<file path="config.mk">
export PLATFORM = sky130hd
export DESIGN_NAME = rxep_status
export DESIGN_NICKNAME = d
export VERILOG_FILES = /design/src/rtl/rxep_pkg.sv /design/src/rtl/rxep_buf_track.sv /design/src/rtl/rxep_unload_ctr.sv /design/src/rtl/rxep_status.sv
export SDC_FILE = /design/constraint.sdc
export NUM_CORES = 1
export LEC_CHECK = 0
export ABC_AREA = 1
export BUFFER_PORTS_ARGS = -buffer_cell sky130_fd_sc_hd__buf_2
export CAP_MARGIN = 10
export CORE_ASPECT_RATIO = 2
export CORE_MARGIN = 2
export CORE_UTILIZATION = 50
export DETAILED_ROUTE_END_ITERATION = 6
export GPL_TIMING_DRIVEN = 0
export PLACE_DENSITY = 0.75
export SLEW_MARGIN = 15
export SYNTH_ARGS = -nofsm -noshare
export SYNTH_HDL_FRONTEND = slang
export SYNTH_SLANG_ARGS = --single-unit
</file>
<file path="constraint.sdc">
create_clock -name clk -period 6.2 [get_ports clk]
set_input_delay 0.31 -clock clk [delete_from_list [all_inputs] [get_ports clk]]
set_output_delay 0.31 -clock clk [all_outputs]
set_load 0.02 [all_outputs]
</file>
<file path="src/rtl/rxep_pkg.sv">
package rxep_pkg;

    localparam int NBUF = 2;

    typedef enum logic [1:0] {
        OCC_NONE = 2'd0,
        OCC_ONE  = 2'd1,
        OCC_TWO  = 2'd2
    } occ_e;

    function automatic logic is_last_byte(input int unsigned done_cnt,
                                          input int unsigned total);
        return (done_cnt + 1) == total;
    endfunction

endpackage

</file>
<file path="src/rtl/rxep_buf_track.sv">
module rxep_buf_track
    import rxep_pkg::*;
#(
    parameter int LEN_W = 11
) (
    input  logic             clk,
    input  logic             rst,
    input  logic             pkt_done,
    input  logic [LEN_W-1:0] pkt_len,
    input  logic             rel,
    output logic             rdy,
    output logic             full,
    output logic             nak,
    output logic [LEN_W-1:0] front_len
);

    occ_e             occ_q, occ_d;
    logic             rdy_q, rdy_d;
    logic             rearm_q, rearm_d;
    logic             head_q;
    logic             tail;
    logic             accept;
    logic             pop;
    logic [LEN_W-1:0] slot_q [NBUF];

    assign nak    = pkt_done && (occ_q == OCC_TWO);
    assign accept = pkt_done && (occ_q != OCC_TWO);
    assign pop    = rel && rdy_q;
    assign tail   = head_q ^ (occ_q == OCC_ONE);

    always_comb begin
        occ_d = occ_q;
        case ({accept, pop})
            2'b10:   occ_d = occ_e'(occ_q + 2'd1);
            2'b01:   occ_d = occ_e'(occ_q - 2'd1);
            default: occ_d = occ_q;
        endcase
    end

    always_comb begin
        rdy_d   = rdy_q;
        rearm_d = 1'b0;
        if (rearm_q) begin
            rdy_d = 1'b1;
        end
        if (pop) begin
            if (occ_q == OCC_TWO) begin
                rdy_d   = 1'b0;
                rearm_d = 1'b1;
            end else begin
                rdy_d = accept;
            end
        end else if (accept && occ_q == OCC_NONE) begin
            rdy_d = 1'b1;
        end
    end

    always_ff @(posedge clk) begin
        if (rst) begin
            occ_q   <= OCC_NONE;
            rdy_q   <= 1'b0;
            rearm_q <= 1'b0;
            head_q  <= 1'b0;
        end else begin
            occ_q   <= occ_d;
            rdy_q   <= rdy_d;
            rearm_q <= rearm_d;
            if (pop) head_q <= ~head_q;
        end
    end

    always_ff @(posedge clk) begin
        if (accept) slot_q[tail] <= pkt_len;
    end

    assign rdy       = rdy_q;
    assign full      = (occ_q == OCC_TWO);
    assign front_len = slot_q[head_q];


    nak_only_when_full_chk: assert property (@(posedge clk) disable iff (rst)
        nak |-> full);


    first_pkt_ready_chk: assert property (@(posedge clk) disable iff (rst)
        (pkt_done && occ_q == OCC_NONE) |=> rdy);


    full_has_owner_chk: assert property (@(posedge clk) disable iff (rst)
        full |-> (rdy_q || rearm_q));

endmodule

</file>
<file path="src/rtl/rxep_unload_ctr.sv">
module rxep_unload_ctr
    import rxep_pkg::*;
#(
    parameter int LEN_W = 11
) (
    input  logic             clk,
    input  logic             rst,
    input  logic             unload_byte,
    input  logic             rdy,
    input  logic             rel,
    input  logic [LEN_W-1:0] front_len,
    input  logic [LEN_W-1:0] max_size,
    input  logic             auto_clr_en,
    input  logic             hb_mode,
    output logic             auto_rel
);

    logic [LEN_W-1:0] cnt_q;
    logic             counting;

    assign counting = unload_byte && rdy && (cnt_q < front_len);

    always_ff @(posedge clk) begin
        if (rst || rel) begin
            cnt_q <= '0;
        end else if (counting) begin
            cnt_q <= cnt_q + 1'b1;
        end
    end

    assign auto_rel = auto_clr_en && !hb_mode && rdy && unload_byte
                   && (front_len == max_size)
                   && is_last_byte(32'(cnt_q), 32'(front_len));


    no_auto_in_hb_chk: assert property (@(posedge clk) disable iff (rst)
        hb_mode |-> !auto_rel);


    auto_only_max_chk: assert property (@(posedge clk) disable iff (rst)
        auto_rel |-> (front_len == max_size));

endmodule

</file>
<file path="src/rtl/rxep_status.sv">
module rxep_status
    import rxep_pkg::*;
#(
    parameter int LEN_W = 11
) (
    input  logic             clk,
    input  logic             rst,
    input  logic             pkt_done,
    input  logic [LEN_W-1:0] pkt_len,
    input  logic             unload_byte,
    input  logic             sw_clear,
    input  logic             auto_clr_en,
    input  logic             hb_mode,
    input  logic [LEN_W-1:0] max_size,
    output logic             pkt_ready,
    output logic             fifo_full,
    output logic             nak
);

    logic             rdy;
    logic             full;
    logic             auto_rel;
    logic             rel;
    logic [LEN_W-1:0] front_len;

    assign rel = (sw_clear || auto_rel) && rdy;

    rxep_buf_track #(.LEN_W(LEN_W)) u_track (
        .clk       (clk),
        .rst       (rst),
        .pkt_done  (pkt_done),
        .pkt_len   (pkt_len),
        .rel       (rel),
        .rdy       (rdy),
        .full      (full),
        .nak       (nak),
        .front_len (front_len)
    );

    rxep_unload_ctr #(.LEN_W(LEN_W)) u_unload (
        .clk         (clk),
        .rst         (rst),
        .unload_byte (unload_byte),
        .rdy         (rdy),
        .rel         (rel),
        .front_len   (front_len),
        .max_size    (max_size),
        .auto_clr_en (auto_clr_en),
        .hb_mode     (hb_mode),
        .auto_rel    (auto_rel)
    );

    assign pkt_ready = rdy;
    assign fifo_full = full;


    rearm_after_full_chk: assert property (@(posedge clk) disable iff (rst)
        (full && rel) |=> (!fifo_full && !pkt_ready) ##1 pkt_ready);


    single_release_chk: assert property (@(posedge clk) disable iff (rst)
        (rel && !full && !pkt_done) |=> !pkt_ready);

endmodule

</file>
## After elaboration in Yosys (flattened, before gate mapping)

Memory sizes are Yosys's and may differ from the RTL's. A register that Yosys moved wholly into a read port is not among the register bits.
Cells that the tools add are included.

- Add/sub/neg operators: 4
- Mux-type cells: 10
- Reduce and logical (&&, ||, !) cells: 19
- Equality and inequality tests: 7
- Bitwise operators: 3
- Order comparisons: 1

Operators by type and width:

| kind | count |
|---|---|
| equality test 32 x 11 -> 1 bit | 1 |
| adder 11 x 1 -> 12 bit, second input constant | 1 |
| logical AND 1 bit | 12 |
| adder 11 x 1 -> 11 bit, second input constant | 1 |
| equality test 11 bit | 1 |
| less-than comparator 11 bit | 1 |
| two-way mux 1 bit | 9 |
| equality test 2 x 1 -> 1 bit, second input constant | 2 |
| equality test 2 bit, second input constant | 2 |
| case mux 2 bit (2 select lines) | 1 |
| nonzero test 3 bit | 1 |
| adder 2 x 1 -> 2 bit, second input constant | 1 |
| logical NOT 2 bit | 1 |
| logical OR 1 bit | 2 |
| != test 2 bit, second input constant | 1 |
| NOT 1 bit | 2 |
| nonzero test 2 bit | 1 |
| OR reduction 2 bit | 1 |
| subtractor 2 x 1 -> 2 bit, second input constant | 1 |
| logical NOT 1 bit | 1 |
| bitwise XOR 1 bit | 1 |

- Logic and storage cells: 50
- RAM bits: 22
- Register bits after elaboration: 16
- Input port bits: 29
- Memories kept: 1

Memory list:

| name | words | bits a word | read ports | clocked after Yosys merged registers in | write ports | RTL line | source |
|---|---|---|---|---|---|---|---|
| u_track.slot_q | 2 | 11 | 1 | 1 | 1 | rxep_buf_track.sv:24 | `logic [LEN_W-1:0] slot_q [NBUF];` |

## Depth between registers and ports, before layout

Gate-level depths: netlist (run 1).

- Word-level depth: 11
- Mapped depth: 22

## By module

Synthesis (run 1) repeated with hierarchy kept, for this count alone.

- Cells, all modules: 319
- Area, all modules: 2,512.4 um2

Modules (own cells, without submodules):

| module | area each (um2) | cells each | instances |
|---|---|---|---|
| rxep_unload_ctr | 1,346.3 | 236 | 1 |
| rxep_buf_track | 1,154.9 | 80 | 1 |
| rxep_status | 11.3 | 3 | 1 |

## Worst setup path after synthesis (run 1)

No wires, ideal clock.

- Path kind: flip-flop to flip-flop
- Start: register (tool-made name)
- End: register u_track.occ_q[1]
- Arrival: 2.160 ns
- Slack: 3.924 ns
- Stages on the path, launching flop included: 22
- Buffers on the path: 1
- Library setup time: 0.115 ns
- Cells stage by stage: dfxtp_1 -> buf_6 -> inv_8 -> nand2_1 -> nand2_1 -> ha_1 -> inv_1 -> nand3_1 -> nor2_1 -> nand2_1 -> nor2_1 -> nand2_1 -> nor2_1 -> nand2_1 -> nor2_1 -> nand3_1 -> nand2_1 -> nand2_2 -> inv_1 -> ha_1 -> o21ai_0 -> inv_1

RTL lines:

| element | RTL line | source |
|---|---|---|
| end signal, assigned | rxep_buf_track.sv:60 | `occ_q <= OCC_NONE;` |
| end signal, assigned | rxep_buf_track.sv:65 | `occ_q <= occ_d;` |
| end, declared | rxep_buf_track.sv:17 | `occ_e occ_q, occ_d;` |

==> results of run 1 <==
[cell families (layout without fill, tap and decap cells)]
logic type / Yosys count / count (layout) / synth area share, %
AOI/OAI and AO/OA: 27 / 27 / 6.770
xor gates and xnor gates: 3 / 3 / 0.9875
adders and majority gates: 17 / 17 / 7.992
buffers and inverters: 70 / 109 / 11.28
DFF: 39 / 39 / 37.61
and+or+nand+nor: 222 / 222 / 35.35
[cell usage in the layout, fill, tap and decap left out, drive strengths merged, types with 2 or more instances in the layout]
| cell | count |
|---|---|
| ha | 17 |
| clkbuf | 8 |
| buf | 35 |
| nand2 | 145 |
| dfxtp | 17 |
| nand4 | 10 |
| nor2 | 27 |
| clkinvlp | 2 |
| nand3 | 36 |
| nand3b | 3 |
| a21oi | 18 |
| o21ai | 7 |
| edfxtp | 22 |
| inv | 63 |
| xor2 | 2 |
[Yosys cell counts (all sizes together)]
library cell / n / share of area (%)
nor2: 27 / 4.2
a21oi: 18 / 4.8
inv: 63 / 9.2
nor3: 1 / 0.19
xor2: 2 / 0.66
nand3b: 3 / 0.85
nand4: 10 / 2.4
nand3: 36 / 6.8
a31oi: 1 / 0.24
nand2: 145 / 21
dfxtp: 17 / 13
clkbuf: 3 / 0.42
o211ai: 1 / 0.28
buf: 4 / 1.7
xnor2: 1 / 0.33
edfxtp: 22 / 25
ha: 17 / 8.0
o21ai: 7 / 1.5
[routing by layer]
| metal | up-vias | share of wire [%] | routed length, um |
|---|---|---|---|
| li1 | 1275 | - | - |
| met1 | 1041 | 35 | 1965 |
| met5 | - | 0 | 0 |
| met3 | 21 | 2.2 | 124 |
| met4 | 0 | 4.5 | 247 |
| met2 | 46 | 58 | 3212 |
[registers in the layout, indices dropped and copies added, names as in the netlist, named ones only]
register	count
u_track.slot_q	22
u_track.rdy	1
u_track.rearm_q	1
u_track.head_q	1
u_track.occ_q	2
u_unload.cnt_q	11
[report_power, final]
group          leakage (nW)  switching (mW)  internal, mW  total, mW
logic                  1.08           0.220         0.117      0.337
clock network        0.0402          0.0969        0.0783      0.175
registers             0.343          0.0215         0.334      0.355
[cell type report]
| type | instances | area (um^2) | share of cell area [%] |
|---|---|---|---|
| Clock buffer | 5 | 68.82 | 2.311 |
| Buffer | 7 | 56.30 | 1.891 |
| Inverter | 63 | 244.0 | 8.193 |
| Timing Repair Buffer | 31 | 155.1 | 5.210 |
| Tap cell | 58 | 72.57 | 2.437 |
| Multi-Input combinational cell | 269 | 1360 | 45.67 |
| Sequential cell | 39 | 1001 | 33.61 |
| Clock inverter | 3 | 20.02 | 0.6723 |
[per-stage QoR]
| stage | power (mW) | instances |
|---|---|---|
| 2_1_floorplan | 0.6156 | 378 |
| 5_1_grt | 0.9351 | 475 |
| 6_report | 0.8674 | 475 |
| 3_3_place_gp | 0.6885 | 467 |
| 4_1_cts | 0.8758 | 475 |
| 3_5_place_dp | 0.7014 | 467 |
[final timing paths]
| path | start | end | slack, ps | cells past startpoint |
|---|---|---|---|---|
| worst min register to register | u_unload.cnt_q[10] | u_unload.cnt_q[10] | 510 | 2 |
| worst max-delay path | flop | u_track.occ_q[1] | 3550 | 22 |
| worst min-delay path | pkt_len[6] | u_track.slot_q[0][6] | 200 | 1 |
| worst max register to register | flop | u_track.occ_q[1] | 3550 | 22 |
[worst reg2reg max path, cell delays in order (launching register included)]
cell	delay, ps
dfxtp_1	330
buf_6	150
inv_8	50
nand2_1	70
nand2_1	70
ha_1	290
inv_1	60
nand3_1	70
nor2_1	80
nand2_1	50
nor2_1	80
nand2_1	50
nor2_1	80
nand2_1	50
nor2_1	150
nand3_1	100
nand2_1	90
nand2_2	90
inv_1	120
ha_1	270
a21oi_1	150
o21ai_0	90
inv_1	50
==> run metrics, run 1 <==
run status finished, final reports clean; fin util 57.95%; IO Count 32; CP Buf/Inv Count 5; Post-Syn Area 0.002661 mm^2; Worst-path clk slew 80 ps; family with the most delay on the worst path simple AND/OR/NAND/NOR gates; number of global-route vias before repair ~2,300; cell chain of the critical path buf_6 -> inv_8 -> nand2_1 -> nand2_1 -> ha_1 -> inv_1 -> nand3_1 -> nor2_1 -> nand2_1 -> nor2_1 -> nand2_1 -> nor2_1 -> nand2_1 -> nor2_1 -> nand3_1 -> nand2_1 -> nand2_2 -> inv_1 -> ha_1 -> a21oi_1 -> o21ai_0 -> inv_1; endpoints failing hold 0; fin area approximately 0.0030 mm^2; hold buffer count at CTS 0; root buffer cell clkbuf_8; # diodes 0; post-CTS setup buffer count 0; DP Worst Slack 3572 ps; gr busiest metal met2; IO Port Bufs 31; Die Y 107.2 um; floorplan die width 55.59 um; critical path class reg2reg; Final Wtd Congestion approximately 0.84; TritonCTS Buffers 5; DRT Wirelength 5.549 mm; slew margin rel. between 40% and 50%; final worst slack between 3000 and 4000 ps; Remaining DRCs 0; Power Dens Cells 291.3 mW/mm^2; #FFs+latches synth 39; met3 usage under 10%; Clock Skew 13.29 ps; unrepaired setup endpoints after global routing no; critical path fanouts, max 9; clk_lat worst skew 300 ps; synthesized area per cell 7.040 um^2; Seq/Total Area, Yosys a little under two fifths; Worst-Margin Slew 874.4 ps; Setup Viol. Count Final 0; Syn Nets about 420; post-DR vias/cell 5.017; synth unique cells 24; Final period util between 40% and 50%; cell row count 37; initial core utilization 51.79%; DRT Pass-1 Iters 4; MaxCap Viol Count 0; Resized Gates After CTS 0; grt total ovfl 0; Clock Path Buffers 2; grt met2 use 41.33%; crit path DAT 2890 ps; Setup Total Neg Slack 0 ps; Lkg Pwr 1.468 nW; Final nets 462; largest net degree at the start of global routing 14; Core Region 0.005139 mm^2; Total Routing Usage GR around 20%; Tmin final 2647 ps; Hold/Removal Path Class in2reg; die area around 0.0060 mm^2; fill count 484; Sink Count 39; synth warn 0; CP endpoint kind flop; Max Fclk 377.8 MHz; Mapped Cells 378; Worst Path Required 6440 ps; Worst path max stage delay 330 ps; first-pass GRT wire length slightly above 9 mm; Iter 0 DRT Violations 35; final-report max-slew violation count 0; Hold WS 196.5 ps; ratio of cells with drive above 1 in the final layout approximately 16%; via count about 2,400; CTS tree built; routed len/inst 11.68 um; Max stage delay cell, worst path dfxtp_1; HPWL after DPL 4.651 mm; Antenna Nets Post-Route 0; CP Launch Type flop; Area Overhead vs Synth 11.89%; H-tree depth 2; initial antenna violation count 0; M1 GR Usage 15.97%; area of placed instances 0.002889 mm^2; worst vdd ir 0.2532 mV; CP dominant cell by count nand2_1
Note: power is estimated with default switching activity, not from simulation.
==> inputs of run 2 (changes only) <==
--- a/config.mk
+++ b/config.mk
@@ -13,7 +13,7 @@
 export CORE_UTILIZATION = 50
 export DETAILED_ROUTE_END_ITERATION = 6
 export GPL_TIMING_DRIVEN = 0
-export PLACE_DENSITY = 0.75
+export PLACE_DENSITY = 0.78
 export SLEW_MARGIN = 15
 export SYNTH_ARGS = -nofsm -noshare
 export SYNTH_HDL_FRONTEND = slang
==> constraint.sdc (replaced) <==
create_clock -name clk -period 2.26 [get_ports clk]
set_input_delay 0.113 -clock clk [delete_from_list [all_inputs] [get_ports clk]]
set_output_delay 0.113 -clock clk [all_outputs]
set_load 0.02 [all_outputs]
==> run 2 against run 1 <==
  * The run now ends with negative setup slack left
  * Non-clock buffer count rose by 29
  * Worst setup slack worse by 3600 ps
  * Routed wire length is 25% higher
  * First-iteration DRC count increased to 3.0 times the previous value
  * Clock power rose to 2.8 times the previous value
  * Power rose to 3.2 times the previous value
  * Highest routed layer unchanged
==> run metrics, run 2 (synthesis gave the netlist of run 1 again) <==
IO Port Bufs 31 (unchanged); crit path DAT 2600 ps (-290 ps); root buffer cell clkbuf_8; Total Routing Usage GR 24.40% (+4.5 points); Top reg by flops u_track.slot_q; DRT Wirelength 6.920 mm (+25%); slew margin rel. 41.78% (+0.29 points); Final Non-Filler Cells 504 (+6.1%); H-tree depth 2 (unchanged); HPWL after DPL 4.542 mm (-2.3%); run status complete, but fails checks; Sink Count 39 (unchanged); endpoints failing hold 0 (unchanged); Setup Viol. Count Final 12 (+12); Worst-path clk slew 80 ps (about the same); DP Worst Slack -322.3 ps (-3895 ps); IO Count 32 (unchanged); ratio of cells with drive above 1 in the final layout 31.61% (+16 points); cell row count 37 (unchanged); Max stage delay cell, worst path dfxtp_2; Antenna Nets Post-Route 0 (unchanged); Core Region 0.005139 mm^2 (unchanged); CP Buf/Inv Count 6 (+1); most frequent cells in the layout nand2_1, inv_1, nand3_1; Clock Skew 12.09 ps (-1.201 ps); Worst Path Required 2510 ps (-3930 ps); Final nets 491 (+6.3%); # diodes 0 (unchanged); TritonCTS Buffers 5 (unchanged); Tmin final 2343 ps (-304.3 ps); Worst path depth 21 (-4.5%); cell chain of the critical path buf_6 -> inv_8 -> buf_4 -> buf_4 -> nand2_4 -> nand2_2 -> nand2_1 -> nand2_1 -> nor2_2 -> nand2_1 -> nor2_1 -> nand2_1 -> nor2_2 -> nand3_1 -> nand2_1 -> nand2_2 -> inv_4 -> ha_4 -> a21oi_2 -> o21ai_1 -> inv_1; CTS tree built; reg2reg setup slack -80 ps (-3640 ps); MaxCap Viol Count 0 (unchanged); WHS Path Cells 2 (+1); Power Dens Cells 772.7 mW/mm^2 (+170%); grt total ovfl 0 (unchanged); final-report max-slew violation count 0 (unchanged); critical path class reg2reg; Remaining DRCs 0 (unchanged); via count 2,627 (+10%); number of global-route vias before repair 2,622 (+13%); first-pass GRT wire length 11.18 mm (+20%); largest net degree at the start of global routing 14 (unchanged); final worst slack -82.75 ps (-3636 ps); CP Launch Type flop; floorplan die width 55.59 um (unchanged); Top Registers u_track.slot_q (22), u_unload.cnt_q (11), u_track.occ_q (2); Area Overhead vs Synth 34.88%; initial core utilization 51.79% (unchanged); most common cell after layout, fill and taps aside nand2_1; unrepaired setup endpoints after global routing yes; Max Fclk 426.8 MHz (+13%); Clock Path Buffers 2 (unchanged); Final Wtd Congestion 0.8824 (+5.5%); family with the most delay on the worst path simple AND/OR/NAND/NOR gates; post-DR vias/cell 5.212 (+3.9%); CP dominant cell by count nand2_1; worst vdd ir 0.7072 mV (+180%); CP endpoint kind flop; die area 0.005957 mm^2 (unchanged); max reg flops 22 (unchanged); Die Y 107.2 um (unchanged); hold_sp rst; cell count after placement 467 (unchanged); failing checks negative setup slack; clk_lat worst skew 310 ps (about the same); R2R depth 21 (-4.5%); Worst-Margin Slew 870.1 ps (-4.318 ps); initial antenna violation count 0 (unchanged); Iter 0 DRT Violations 104 (+200%); routed len/inst 13.73 um (+18%); Final period util 103.7% (+61 points); critical path fanouts, max 5 (-4); Worst path max stage delay 330 ps (about the same); Lkg Pwr 1.660 nW (+13%); DRT Pass-1 Iters 5 (+1); Hold/Removal Path Class in2reg
run 2: timing repair:
item	4_1_cts	5_1_grt
gates resized for setup	45	37
cloned	3	1
endpoints found under the hold margin	21	0
buffers inserted	13	1
pin swaps	18	19
setup endpoints to repair	13	17
hold buffers	11	0
run 2: area by class of cell:
| type | instances | area (um^2) |
|---|---|---|
| plain buffers | 7 | 85.08 |
| repair buffers | 60 | 451.7 |
| well taps | 58 | 72.57 |
| clock inverters | 3 | 20.02 |
| inverters | 63 | 246.5 |
| clock buffers | 5 | 68.82 |
| flip-flops and latches | 39 | 1011 |
| multi-input cells | 269 | 1634 |
| fillers | 379 | 1549 |
run 2: through the flow:
step	total power, mW	instance area, um^2	utilization [%]	hold slack, ps	setup TNS (ps)
after global routing	2.962	3590	69.86	24.63	-2521
final	2.774	3590	69.86	23.46	-408.9
after CTS	2.629	3427	66.69	16.52	-317.8
after global placement	1.885	2889	56.22	300.5	-3300
after floorplan	1.690	2661	-	185.4	0
after detailed placement	1.914	2889	56.22	304.0	-3497
run 2: report_power, final:
part	leakage [nW]	switching (mW)	total [mW]	internal [mW]
sequential	0.346	0.0751	0.992	0.917
combinational	1.27	0.771	1.30	0.526
clock	0.0402	0.271	0.485	0.215
total	1.66	1.12	2.77	1.66
run 2: final timing paths:
check                       to
max           u_track.occ_q[1]
min reg2reg  u_unload.cnt_q[0]
min           u_track.occ_q[0]
max reg2reg   u_track.occ_q[1]
run 2: per-layer routing:
layer  track usage [%]  part of all wire, %  vias to the layer above
met5                 0                    0                        -
met4             19.86                  6.0                        0
met3             3.257                  2.7                       32
met2             48.04                   59                       68
met1             20.48                   32                     1190
li1                  -                    -                     1337
==> inputs of run 3 (changes only) <==
--- a/config.mk
+++ b/config.mk
@@ -9,7 +9,7 @@
 export BUFFER_PORTS_ARGS = -buffer_cell sky130_fd_sc_hd__buf_2
 export CAP_MARGIN = 10
 export CORE_ASPECT_RATIO = 2
-export CORE_MARGIN = 2
+export CORE_MARGIN = 4
 export CORE_UTILIZATION = 50
 export DETAILED_ROUTE_END_ITERATION = 6
 export GPL_TIMING_DRIVEN = 0
==> run 3 against run 2 <==
  * The flow still finishes with violations (negative setup slack)
  * Register-to-register slack worse by 70 ps
  * Sequential cell count unchanged
  * Highest routed layer unchanged
  * Global-route usage down 3.1 points
  * Sequential power down 0.5%
  * Fmax down 2.9%
  * Final cell count down 1.8%
  * First-iteration DRC count down 46%
  * Worst hold slack worse by 18 ps
  * Clock-buffer cell count up 1
==> run metrics, run 3 (synthesis gave the netlist of run 1 again) <==
Clock Skew 8.388 ps (-3.701 ps); HPWL after DPL 4.749 mm (+4.6%); Hold WS 4.974 ps (-18.49 ps); Sink Count 39 (unchanged); root buffer cell clkbuf_8; combinational power share 45.3% (-1.5 points); IO Port Bufs 31 (unchanged); cell row count 37 (unchanged); Worst path max stage delay 420 ps (+90 ps); unrepaired setup endpoints after global routing yes; P_int 1.762 mW (+6.3%); Max Fclk 414.5 MHz (-2.9%); Reg power frac 34.4% (-1.4 points); Worst-Margin Slew 859.8 ps (-10.37 ps); Setup Viol. Count Final 16 (+4); Hold/Removal Path Class in2reg; CP Launch Type flop; floorplan die width 59.59 um (+7.2%); ratio of cells with drive above 1 in the final layout 29.98% (-1.6 points); Clock Path Buffers 2 (unchanged); Total Routing Usage GR 21.32% (-3.1 points); CP dominant cell by count nand2_1; Max stage delay cell, worst path dfxtp_1; Sw Share 38.63% (-1.6 points); initial core utilization 51.79% (unchanged); Remaining DRCs 0 (unchanged); DRT Pass-1 Iters 4 (-1); Worst-path clk slew 80 ps (about the same); total chip power 2.871 mW (+3.5%); H-tree depth 2 (unchanged); Clk pwr share 20.3% (+2.8 points); DRT Wirelength 7.068 mm (+2.1%); first-pass GRT wire length 10.85 mm (-3.0%); critical path class reg2reg; Worst Path Required 2450 ps (-60 ps); Power Dens Cells 818.8 mW/mm^2 (+6.0%); max reg flops 22 (unchanged); final worst slack -152.5 ps (-69.76 ps); family with the most delay on the worst path simple AND/OR/NAND/NOR gates; Lkg Pwr 1.602 nW (-3.5%); most common cell after layout, fill and taps aside nand2_1; largest net degree at the start of global routing 14 (unchanged); # diodes 0 (unchanged); CP endpoint kind flop; IO Count 32 (unchanged); Area Overhead vs Synth 31.73%; clk_lat worst skew 300 ps (about the same); CP Buf/Inv Count 5 (-1); critical path fanouts, max 5 (unchanged); Core Region 0.005139 mm^2 (unchanged); routed len/inst 14.28 um (+4.0%); cell chain of the critical path ha_2 -> nand2_2 -> inv_1 -> nand2_1 -> nand2_1 -> nand2_1 -> nand2_1 -> nand2_1 -> inv_1 -> nand2_1 -> nor2_1 -> nand3_1 -> nand2_1 -> nand2_2 -> buf_4 -> buf_6 -> buf_4 -> nand3_2 -> nand2_1; failing checks negative setup slack; Final Wtd Congestion 0.8391 (-4.9%); Top reg by flops u_track.slot_q; Final nets 482 (-1.8%); worst vdd ir 0.6752 mV (-4.5%); Antenna Nets Post-Route 0 (unchanged); via count 2,597 (-1.1%); run status complete, but fails checks; final-report max-slew violation count 0 (unchanged); post-DR vias/cell 5.246 (+0.66%); die area 0.006624 mm^2 (+11%); P_sw 1.109 mW (-0.69%); crit path DAT 2600 ps (about the same); Iter 0 DRT Violations 56 (-46%); CTS tree built; Top Registers u_track.slot_q (22), u_unload.cnt_q (11), u_track.occ_q (2); fill count 391 (+3.2%); grt total ovfl 0 (unchanged); initial antenna violation count 0 (unchanged); TritonCTS Buffers 5 (unchanged); MaxCap Viol Count 0 (unchanged); slew margin rel. 42.47% (+0.69 points); number of global-route vias before repair 2,553 (-2.6%); Die Y 111.2 um (+3.7%); Tmin final 2413 ps (+69.76 ps); Final period util 106.7% (+3.1 points); most frequent cells in the layout nand2_1, inv_1, nand3_1; endpoints failing hold 0 (unchanged); reg2reg setup slack -150 ps (-70 ps)
[run 3: cell count changes in the layout (fill, tap and decap cells not counted), sizes merged]
cell / previous run / this run
clkinvlp: 2 / 1
dlygate4sd3: 11 / 4
clkbuf: 10 / 7
bufinv: 0 / 1
clkinv: 1 / 0
buf: 51 / 53
[run 3: power groups by stage]
stage | logic (mW) | clock network, mW | registers, mW
detailed placement | 0.927 | 0 | 0.994
floorplan | 0.703 | 0 | 0.987
CTS | 1.09 | 0.588 | 0.982
global route | 1.46 | 0.623 | 1.00
finish | 1.30 | 0.584 | 0.987
global placement | 0.899 | 0 | 0.988
[run 3: worst paths after layout]
kind / startpoint / to / depth (start not counted)
setup / recovery: u_unload.cnt_q[1] / flop / 19
hold / removal: pkt_len[6] / u_track.slot_q[0][6] / 1
setup reg to reg: u_unload.cnt_q[1] / flop / 19
hold reg to reg: u_unload.cnt_q[0] / u_unload.cnt_q[0] / 2
[run 3: through the flow]
stage	utilization [%]	area, um^2	setup TNS [ps]	cells	setup slack (ps)
after floorplan	-	2661	0	378	7.570
after global routing	68.23	3506	-5439	495	-393.0
after CTS	63.48	3262	-962.6	488	-149.3
final	68.23	3506	-1864	495	-152.5
after global placement	56.22	2889	-3352	467	-303.3
after detailed placement	56.22	2889	-3938	467	-348.7
[run 3: final cells by class]
| type | instances | area [um^2] | share of cell area, % |
|---|---|---|---|
| clock inverters | 2 | 37.54 | 1.071 |
| clock buffers | 6 | 72.57 | 2.070 |
| plain buffers | 7 | 86.33 | 2.463 |
| repair buffers | 51 | 350.3 | 9.993 |
| inverters | 63 | 246.5 | 7.031 |
| flip-flops and latches | 39 | 1002 | 28.59 |
| well taps | 58 | 72.57 | 2.070 |
| multi-input cells | 269 | 1638 | 46.72 |
[run 3: per-layer routing]
metal  global-route usage [%]  vias to the layer above  routed length [um]
met5                        0                        -                   0
met1                    18.51                     1180                2267
met2                    40.32                       71                4074
met3                    3.613                       33                 219
li1                         -                     1313                   -
met4                    14.50                        0                 507
[run 3: timing repair]
action / 4_1_cts / 5_1_grt
setup buffers: 9 / 5
setup endpoints to repair: 13 / 17
cloned: 3 / 0
endpoints found under the hold margin: 1 / 6
gates resized for setup: 35 / 42
pin swaps: 14 / 19
hold buffers: 1 / 3
